==> src/rtl/lbc_pkg.sv <==
package lbc_pkg;
  typedef struct packed {
    logic [3:0] code;
    logic       arb_en;
    logic       clk_en;
  } lbc_cfg_t;

  localparam int CFG_W    = $bits(lbc_cfg_t);
  localparam int CODE_MAX = 11;

  typedef enum logic [1:0] {
    ST_IDLE,
    ST_REQ,
    ST_BUS,
    ST_REL
  } lbc_state_e;
endpackage

==> src/rtl/lbc_cfg_reg.sv <==
module lbc_cfg_reg
  import lbc_pkg::*;
(
  input  logic             clk,
  input  logic             rst,
  input  logic             we,
  input  logic [CFG_W-1:0] wdata,
  output lbc_cfg_t         cfg_o
);
  always_ff @(posedge clk) begin
    if (rst)     cfg_o <= '0;
    else if (we) cfg_o <= lbc_cfg_t'(wdata);
  end
endmodule

==> src/rtl/lbc_len_cnt.sv <==
module lbc_len_cnt #(
  parameter int TW = 16
) (
  input  logic          clk,
  input  logic          rst,
  input  logic          load,
  input  logic          inc,
  output logic [TW-1:0] cnt
);
  localparam logic [TW-1:0] TOP = '1;

  always_ff @(posedge clk) begin
    if (rst)                    cnt <= '0;
    else if (load)              cnt <= TW'(1);
    else if (inc && cnt != TOP) cnt <= cnt + TW'(1);
  end
endmodule

==> src/rtl/lbc_top.sv <==
module lbc_top
  import lbc_pkg::*;
#(
  parameter int AW        = 16,
  parameter int DW        = 32,
  parameter int TMO_W     = 16,
  parameter int TMO_LIMIT = 65535
) (
  input  logic             clk,
  input  logic             rst,
  input  logic             soft_rst,
  input  logic             cfg_we,
  input  logic [CFG_W-1:0] cfg_wdata,
  input  logic             hreq,
  input  logic             hwrite,
  input  logic [AW-1:0]    haddr,
  input  logic [DW-1:0]    hwdata,
  output logic             hack,
  output logic             herr,
  output logic [DW-1:0]    hrdata,
  output logic             lb_req,
  input  logic             lb_gnt,
  output logic             lb_gack,
  output logic             lb_cs,
  output logic             lb_rd,
  output logic             lb_wr,
  output logic [AW-1:0]    lb_addr,
  output logic [DW-1:0]    lb_wdata,
  input  logic [DW-1:0]    lb_rdata,
  input  logic             lb_rdy,
  output logic             lclk_o,
  output logic             lclk_oe
);
  localparam logic [TMO_W-1:0] TMO_END = TMO_W'(TMO_LIMIT);

  lbc_cfg_t    cfg;
  lbc_state_e  state_q;
  logic [3:0]  snap_code;
  logic        snap_arb;
  logic        wr_q;
  logic [TMO_W-1:0] cnt;
  logic        seq_rst, accept, code_bad, go_direct, grant_go;
  logic        counted, end_now, end_err;

  assign seq_rst = rst | soft_rst;

  lbc_cfg_reg u_cfg (
    .clk   (clk),
    .rst   (rst),
    .we    (cfg_we),
    .wdata (cfg_wdata),
    .cfg_o (cfg)
  );

  assign accept    = (state_q == ST_IDLE) && hreq && !hack;
  assign code_bad  = cfg.code > 4'(CODE_MAX);
  assign go_direct = accept && !code_bad && !cfg.arb_en;
  assign grant_go  = (state_q == ST_REQ) && lb_gnt;

  lbc_len_cnt #(.TW(TMO_W)) u_cnt (
    .clk  (clk),
    .rst  (seq_rst),
    .load (go_direct || grant_go),
    .inc  (state_q == ST_BUS),
    .cnt  (cnt)
  );

  assign counted = snap_code != 4'd0;
  assign end_now = counted ? (cnt == TMO_W'(snap_code)) : (lb_rdy || cnt == TMO_END);
  assign end_err = !counted && !lb_rdy;

  always_ff @(posedge clk) begin
    if (seq_rst) begin
      state_q   <= ST_IDLE;
      snap_code <= '0;
      snap_arb  <= 1'b0;
      wr_q      <= 1'b0;
      hack      <= 1'b0;
      herr      <= 1'b0;
      hrdata    <= '0;
      lb_req    <= 1'b0;
      lb_gack   <= 1'b0;
      lb_cs     <= 1'b0;
      lb_rd     <= 1'b0;
      lb_wr     <= 1'b0;
      lb_addr   <= '0;
      lb_wdata  <= '0;
    end else begin
      hack <= 1'b0;
      herr <= 1'b0;
      unique case (state_q)
        ST_IDLE: begin
          if (accept) begin
            snap_code <= cfg.code;
            snap_arb  <= cfg.arb_en;
            wr_q      <= hwrite;
            lb_addr   <= haddr;
            lb_wdata  <= hwdata;
            if (code_bad) begin
              hack <= 1'b1;
              herr <= 1'b1;
            end else if (cfg.arb_en) begin
              lb_req  <= 1'b1;
              state_q <= ST_REQ;
            end else begin
              lb_cs   <= 1'b1;
              lb_rd   <= !hwrite;
              lb_wr   <= hwrite;
              state_q <= ST_BUS;
            end
          end
        end
        ST_REQ: begin
          if (lb_gnt) begin
            lb_gack <= 1'b1;
            lb_cs   <= 1'b1;
            lb_rd   <= !wr_q;
            lb_wr   <= wr_q;
            state_q <= ST_BUS;
          end
        end
        ST_BUS: begin
          if (end_now) begin
            lb_gack <= 1'b0;
            lb_cs   <= 1'b0;
            lb_rd   <= 1'b0;
            lb_wr   <= 1'b0;
            hack    <= 1'b1;
            herr    <= end_err;
            hrdata  <= lb_rdata;
            state_q <= snap_arb ? ST_REL : ST_IDLE;
          end
        end
        ST_REL: begin
          lb_req  <= 1'b0;
          state_q <= ST_IDLE;
        end
        default: state_q <= ST_IDLE;
      endcase
    end
  end

  assign lclk_o  = clk;
  assign lclk_oe = cfg.clk_en;
endmodule

==> config.mk <==
export PLATFORM = sky130hd
export DESIGN_NAME = lbc_top
export DESIGN_NICKNAME = d
export VERILOG_FILES = /design/src/rtl/lbc_pkg.sv /design/src/rtl/lbc_cfg_reg.sv /design/src/rtl/lbc_len_cnt.sv /design/src/rtl/lbc_top.sv
export SDC_FILE = /design/constraint.sdc
export NUM_CORES = 1
export LEC_CHECK = 0
export BUFFER_PORTS_ARGS = -buffer_cell sky130_fd_sc_hd__buf_2
export CELL_PAD_IN_SITES_DETAIL_PLACEMENT = 1
export CELL_PAD_IN_SITES_GLOBAL_PLACEMENT = 1
export CORE_MARGIN = 2
export CORE_UTILIZATION = 30
export CTS_CLUSTER_DIAMETER = 60
export CTS_CLUSTER_SIZE = 28
export DETAILED_ROUTE_END_ITERATION = 7
export GPL_ROUTABILITY_DRIVEN = 0
export PLACE_DENSITY_LB_ADDON = 0.1
export SYNTH_ARGS = -nofsm -noshare
export SYNTH_HDL_FRONTEND = slang
export SYNTH_SLANG_ARGS = --single-unit
==> constraint.sdc <==
create_clock -name clk -period 5.15 [get_ports clk]
set_clock_uncertainty 0.05 [all_clocks]
set_input_delay 1.545 -clock clk [delete_from_list [all_inputs] [get_ports clk]]
set_output_delay 1.545 -clock clk [all_outputs]
set_load 0.02 [all_outputs]
==> impl_results.md <==
* Result of the run: finished, final reports clean
* Setup Fix Bufs, Post-CTS at 0
* Area used by multi-input combinational logic at 0.002364 mm²
* Effective utilization at floorplan at 30.90%
* Max Cap Viol at 0
* 1st-pass router iterations at 6
* Clk Latency, worst-skew pair at 0.53 ns
* Area of the placeable core at 0.01600 mm²
* Worst hold path class: flip-flop to flip-flop
* Synthesized netlist cell count at 585
* Iteration-0 DRC count of the detailed router at 115
* Fraction of final layout cells sized beyond drive strength 1 at 33.33%
* Overflow left after global routing at 0
* Die Height at 132.4 µm
* Async SR Flop Fraction at 0%
* Num rows at 46
* Number of storage elements in the synthesis netlist at 117
* Number of buffers added on ports at 182
* # hold bufs at CTS at 0
* Final routed wirelength across all metal layers at 15.27 mm
* Die span in x at 132.4 µm
* GR Util All Layers at 17.70%
* Vias after detailed routing at 4,748
* Routed WL per cell at 15.60 µm
* Post-detail-place hpwl at 10.30 mm
* Leakage dissipation at 2.822 nW
* Area delta synth->final at 35.21%
* Number of top-level pins at 183
* Number of nets in the finished design at 849
* Net count after synthesis at 685
* Post-synth EDFFs at 0
* Clock tree from TritonCTS: yes
* Pin count of the biggest net entering global routing at 93
* Setup repair after global routing missed its margin: false
* Kind of end point of the critical path: output port
* Clk pin slew, worst setup/hold paths at 0.06 ns
* Number of gates resized after CTS at 0
* Initial antenna violation count at 1
* Largest fanout on the critical path at 2
* Startpoint types: clock port
* Data required, critical path at 3.56 ns
* ANT nets after route at 0
* Number of library cell types mapped by synthesis at 49
* Final Hold Violating Endpoints at 0
* Vias per cell at 4.850
* Tot Pwr at 2.715 mW
* Final-report setup violation count at 0
* Arrival time reported for the critical path endpoint at 2.97 ns
* Wire length of the first global-routing pass at 24.65 mm
* Filler cell count at 1,976
* Critical path class: clock port to output port
* Vias in the first global route at 4,951
* Average instance area after synthesis at 8.450 µm²
* Sequential cell area at 0.002342 mm²
* Worst slew margin at 21.33%
* Post-synthesis sequential area ratio at 47.38%
* Total power density per cell area at 406.2 mW/mm²
* Die area at 0.01752 mm²
* Setup TNS at 0 ns
* Warning count from the yosys run at 0
* Max-slew violation total from the final report at 0
* Leading register cell type out of synthesis: sky130_fd_sc_hd__dfxtp_1
* Smallest hold slack at 0.3981 ns
* Worst Max-Slew Pin Slew at 1.176 ns
* Peak supply drop at 0.3686 mV
* DRC violations left at 0
* Post-Syn Area at 0.004943 mm²
==> cells by family (layout without fill, tap and decap cells) <==
family | count (synthesis) | count (layout) | synth area share [%]
adders and majority gates | 6 | 6 | 1.519
xor gates and xnor gates | 17 | 17 | 3.012
muxes | 10 | 10 | 2.025
and+or+nand+nor | 241 | 241 | 25.01
other | 0 | 1 | 0
AOI/OAI and AO/OA | 146 | 146 | 15.84
DFF | 117 | 117 | 47.38
buffers and inverters | 48 | 225 | 5.214
==> path summary, 6_finish.rpt <==
check                                           endpoint  slack (ns)                 startpoint  depth (start not counted)
worst min register to register  lb_addr[15]$_SDFFE_PP0P_        0.40   lb_addr[15]$_SDFFE_PP0P_                          2
worst min-delay path            lb_addr[15]$_SDFFE_PP0P_        0.40   lb_addr[15]$_SDFFE_PP0P_                          2
worst max register to register   hrdata[10]$_SDFFE_PP0P_        2.32  u_cnt.cnt[1]$_SDFFE_PP0P_                          6
worst max-delay path                              lclk_o        0.58                        clk                          3
==> worst max-delay path: stages <==
cell	delay, ns
sky130_fd_sc_hd__clkbuf_16	0.12
sky130_fd_sc_hd__clkbuf_16	0.13
sky130_fd_sc_hd__buf_2	0.15
==> synth_stat cells, types with 2 or more instances <==
| master | number | share of area [%] |
|---|---|---|
| sky130_fd_sc_hd__and2_1 | 3 | 0.38 |
| sky130_fd_sc_hd__xor2_1 | 10 | 1.8 |
| sky130_fd_sc_hd__nor2_1 | 23 | 1.7 |
| sky130_fd_sc_hd__dfxtp_1 | 117 | 47 |
| sky130_fd_sc_hd__and3_2 | 2 | 0.30 |
| sky130_fd_sc_hd__ha_1 | 6 | 1.5 |
| sky130_fd_sc_hd__clkbuf_1 | 28 | 2.1 |
| sky130_fd_sc_hd__buf_12 | 2 | 0.81 |
| sky130_fd_sc_hd__nand3b_1 | 2 | 0.30 |
| sky130_fd_sc_hd__buf_2 | 2 | 0.20 |
| sky130_fd_sc_hd__nor3b_1 | 3 | 0.46 |
| sky130_fd_sc_hd__nand4_1 | 6 | 0.76 |
| sky130_fd_sc_hd__o21ai_0 | 39 | 3.9 |
| sky130_fd_sc_hd__nand3_2 | 20 | 4.0 |
| sky130_fd_sc_hd__o21ai_1 | 2 | 0.20 |
| sky130_fd_sc_hd__buf_1 | 3 | 0.23 |
| sky130_fd_sc_hd__nor4_1 | 4 | 0.51 |
| sky130_fd_sc_hd__a21oi_1 | 93 | 9.4 |
| sky130_fd_sc_hd__mux2i_1 | 10 | 2.0 |
| sky130_fd_sc_hd__a21oi_2 | 2 | 0.35 |
| sky130_fd_sc_hd__xnor2_1 | 7 | 1.2 |
| sky130_fd_sc_hd__and3_1 | 5 | 0.63 |
| sky130_fd_sc_hd__buf_6 | 2 | 0.46 |
| sky130_fd_sc_hd__o21a_1 | 3 | 0.46 |
| sky130_fd_sc_hd__nand3_1 | 25 | 2.5 |
| sky130_fd_sc_hd__inv_1 | 6 | 0.46 |
| sky130_fd_sc_hd__nor3_1 | 8 | 0.81 |
| sky130_fd_sc_hd__nand2_1 | 128 | 9.7 |
| sky130_fd_sc_hd__or3_1 | 2 | 0.25 |
| sky130_fd_sc_hd__clkbuf_2 | 2 | 0.20 |
| sky130_fd_sc_hd__nand4_4 | 2 | 0.86 |
==> final cells by class <==
type / count / area share, %
multi-input combinational: 420 / 35.36
antenna: 1 / 0.03744
timing repair buffer: 183 / 13.78
tap: 216 / 4.043
clock buffer: 24 / 8.031
clock inverter: 12 / 3.370
inverter: 6 / 0.3370
sequential: 117 / 35.04
==> per-stage QoR <==
step	setup slack [ns]	instance area, µm²	util (%)	std cells
2_1_floorplan	0.8460	4943	-	585
3_3_place_gp	0.8448	5924	37.03	943
3_5_place_dp	0.8448	5924	37.03	943
4_1_cts	0.5804	6681	41.76	978
5_1_grt	0.5801	6684	41.77	979
6_report	0.5840	6684	41.77	979
==> flip-flops by register name, summed over array words and instances, names as in the netlist <==
register and flops:
hrdata 32, lb_wdata 32, lb_addr 16, u_cnt.cnt 16
u_cfg.cfg_o 6, snap_code 4, state_q 2, hack 1
herr 1, lb_cs 1, lb_gack 1, lb_rd 1
lb_req 1, lb_wr 1, snap_arb 1, wr_q 1
==> routing by layer <==
layer	track usage (%)	vias up	wire, µm
li1	-	2333	-
met1	19.31	2257	6334
met2	29.13	132	7398
met3	8.920	26	1209
met4	7.407	0	328
met5	0	-	0
==> placed cells by master, fill, tap and decap left out, types with 20 or more instances in the layout <==
master / synthesis / layout
sky130_fd_sc_hd__a21oi_1: 93 / 93
sky130_fd_sc_hd__buf_2: 2 / 182
sky130_fd_sc_hd__clkbuf_16: 0 / 20
sky130_fd_sc_hd__dfxtp_1: 117 / 117
sky130_fd_sc_hd__nand2_1: 128 / 128
sky130_fd_sc_hd__nand3_1: 25 / 25
sky130_fd_sc_hd__nand3_2: 20 / 20
sky130_fd_sc_hd__nor2_1: 23 / 23
sky130_fd_sc_hd__o21ai_0: 39 / 39
==> where the power goes <==
| group | internal (mW) | switching (mW) |
|---|---|---|
| combinational | 0.0921 | 0.175 |
| clock | 1.04 | 0.460 |
| sequential | 0.934 | 0.0167 |
| total | 2.06 | 0.651 |
No activity file was read; power rests on OpenSTA's default activity.
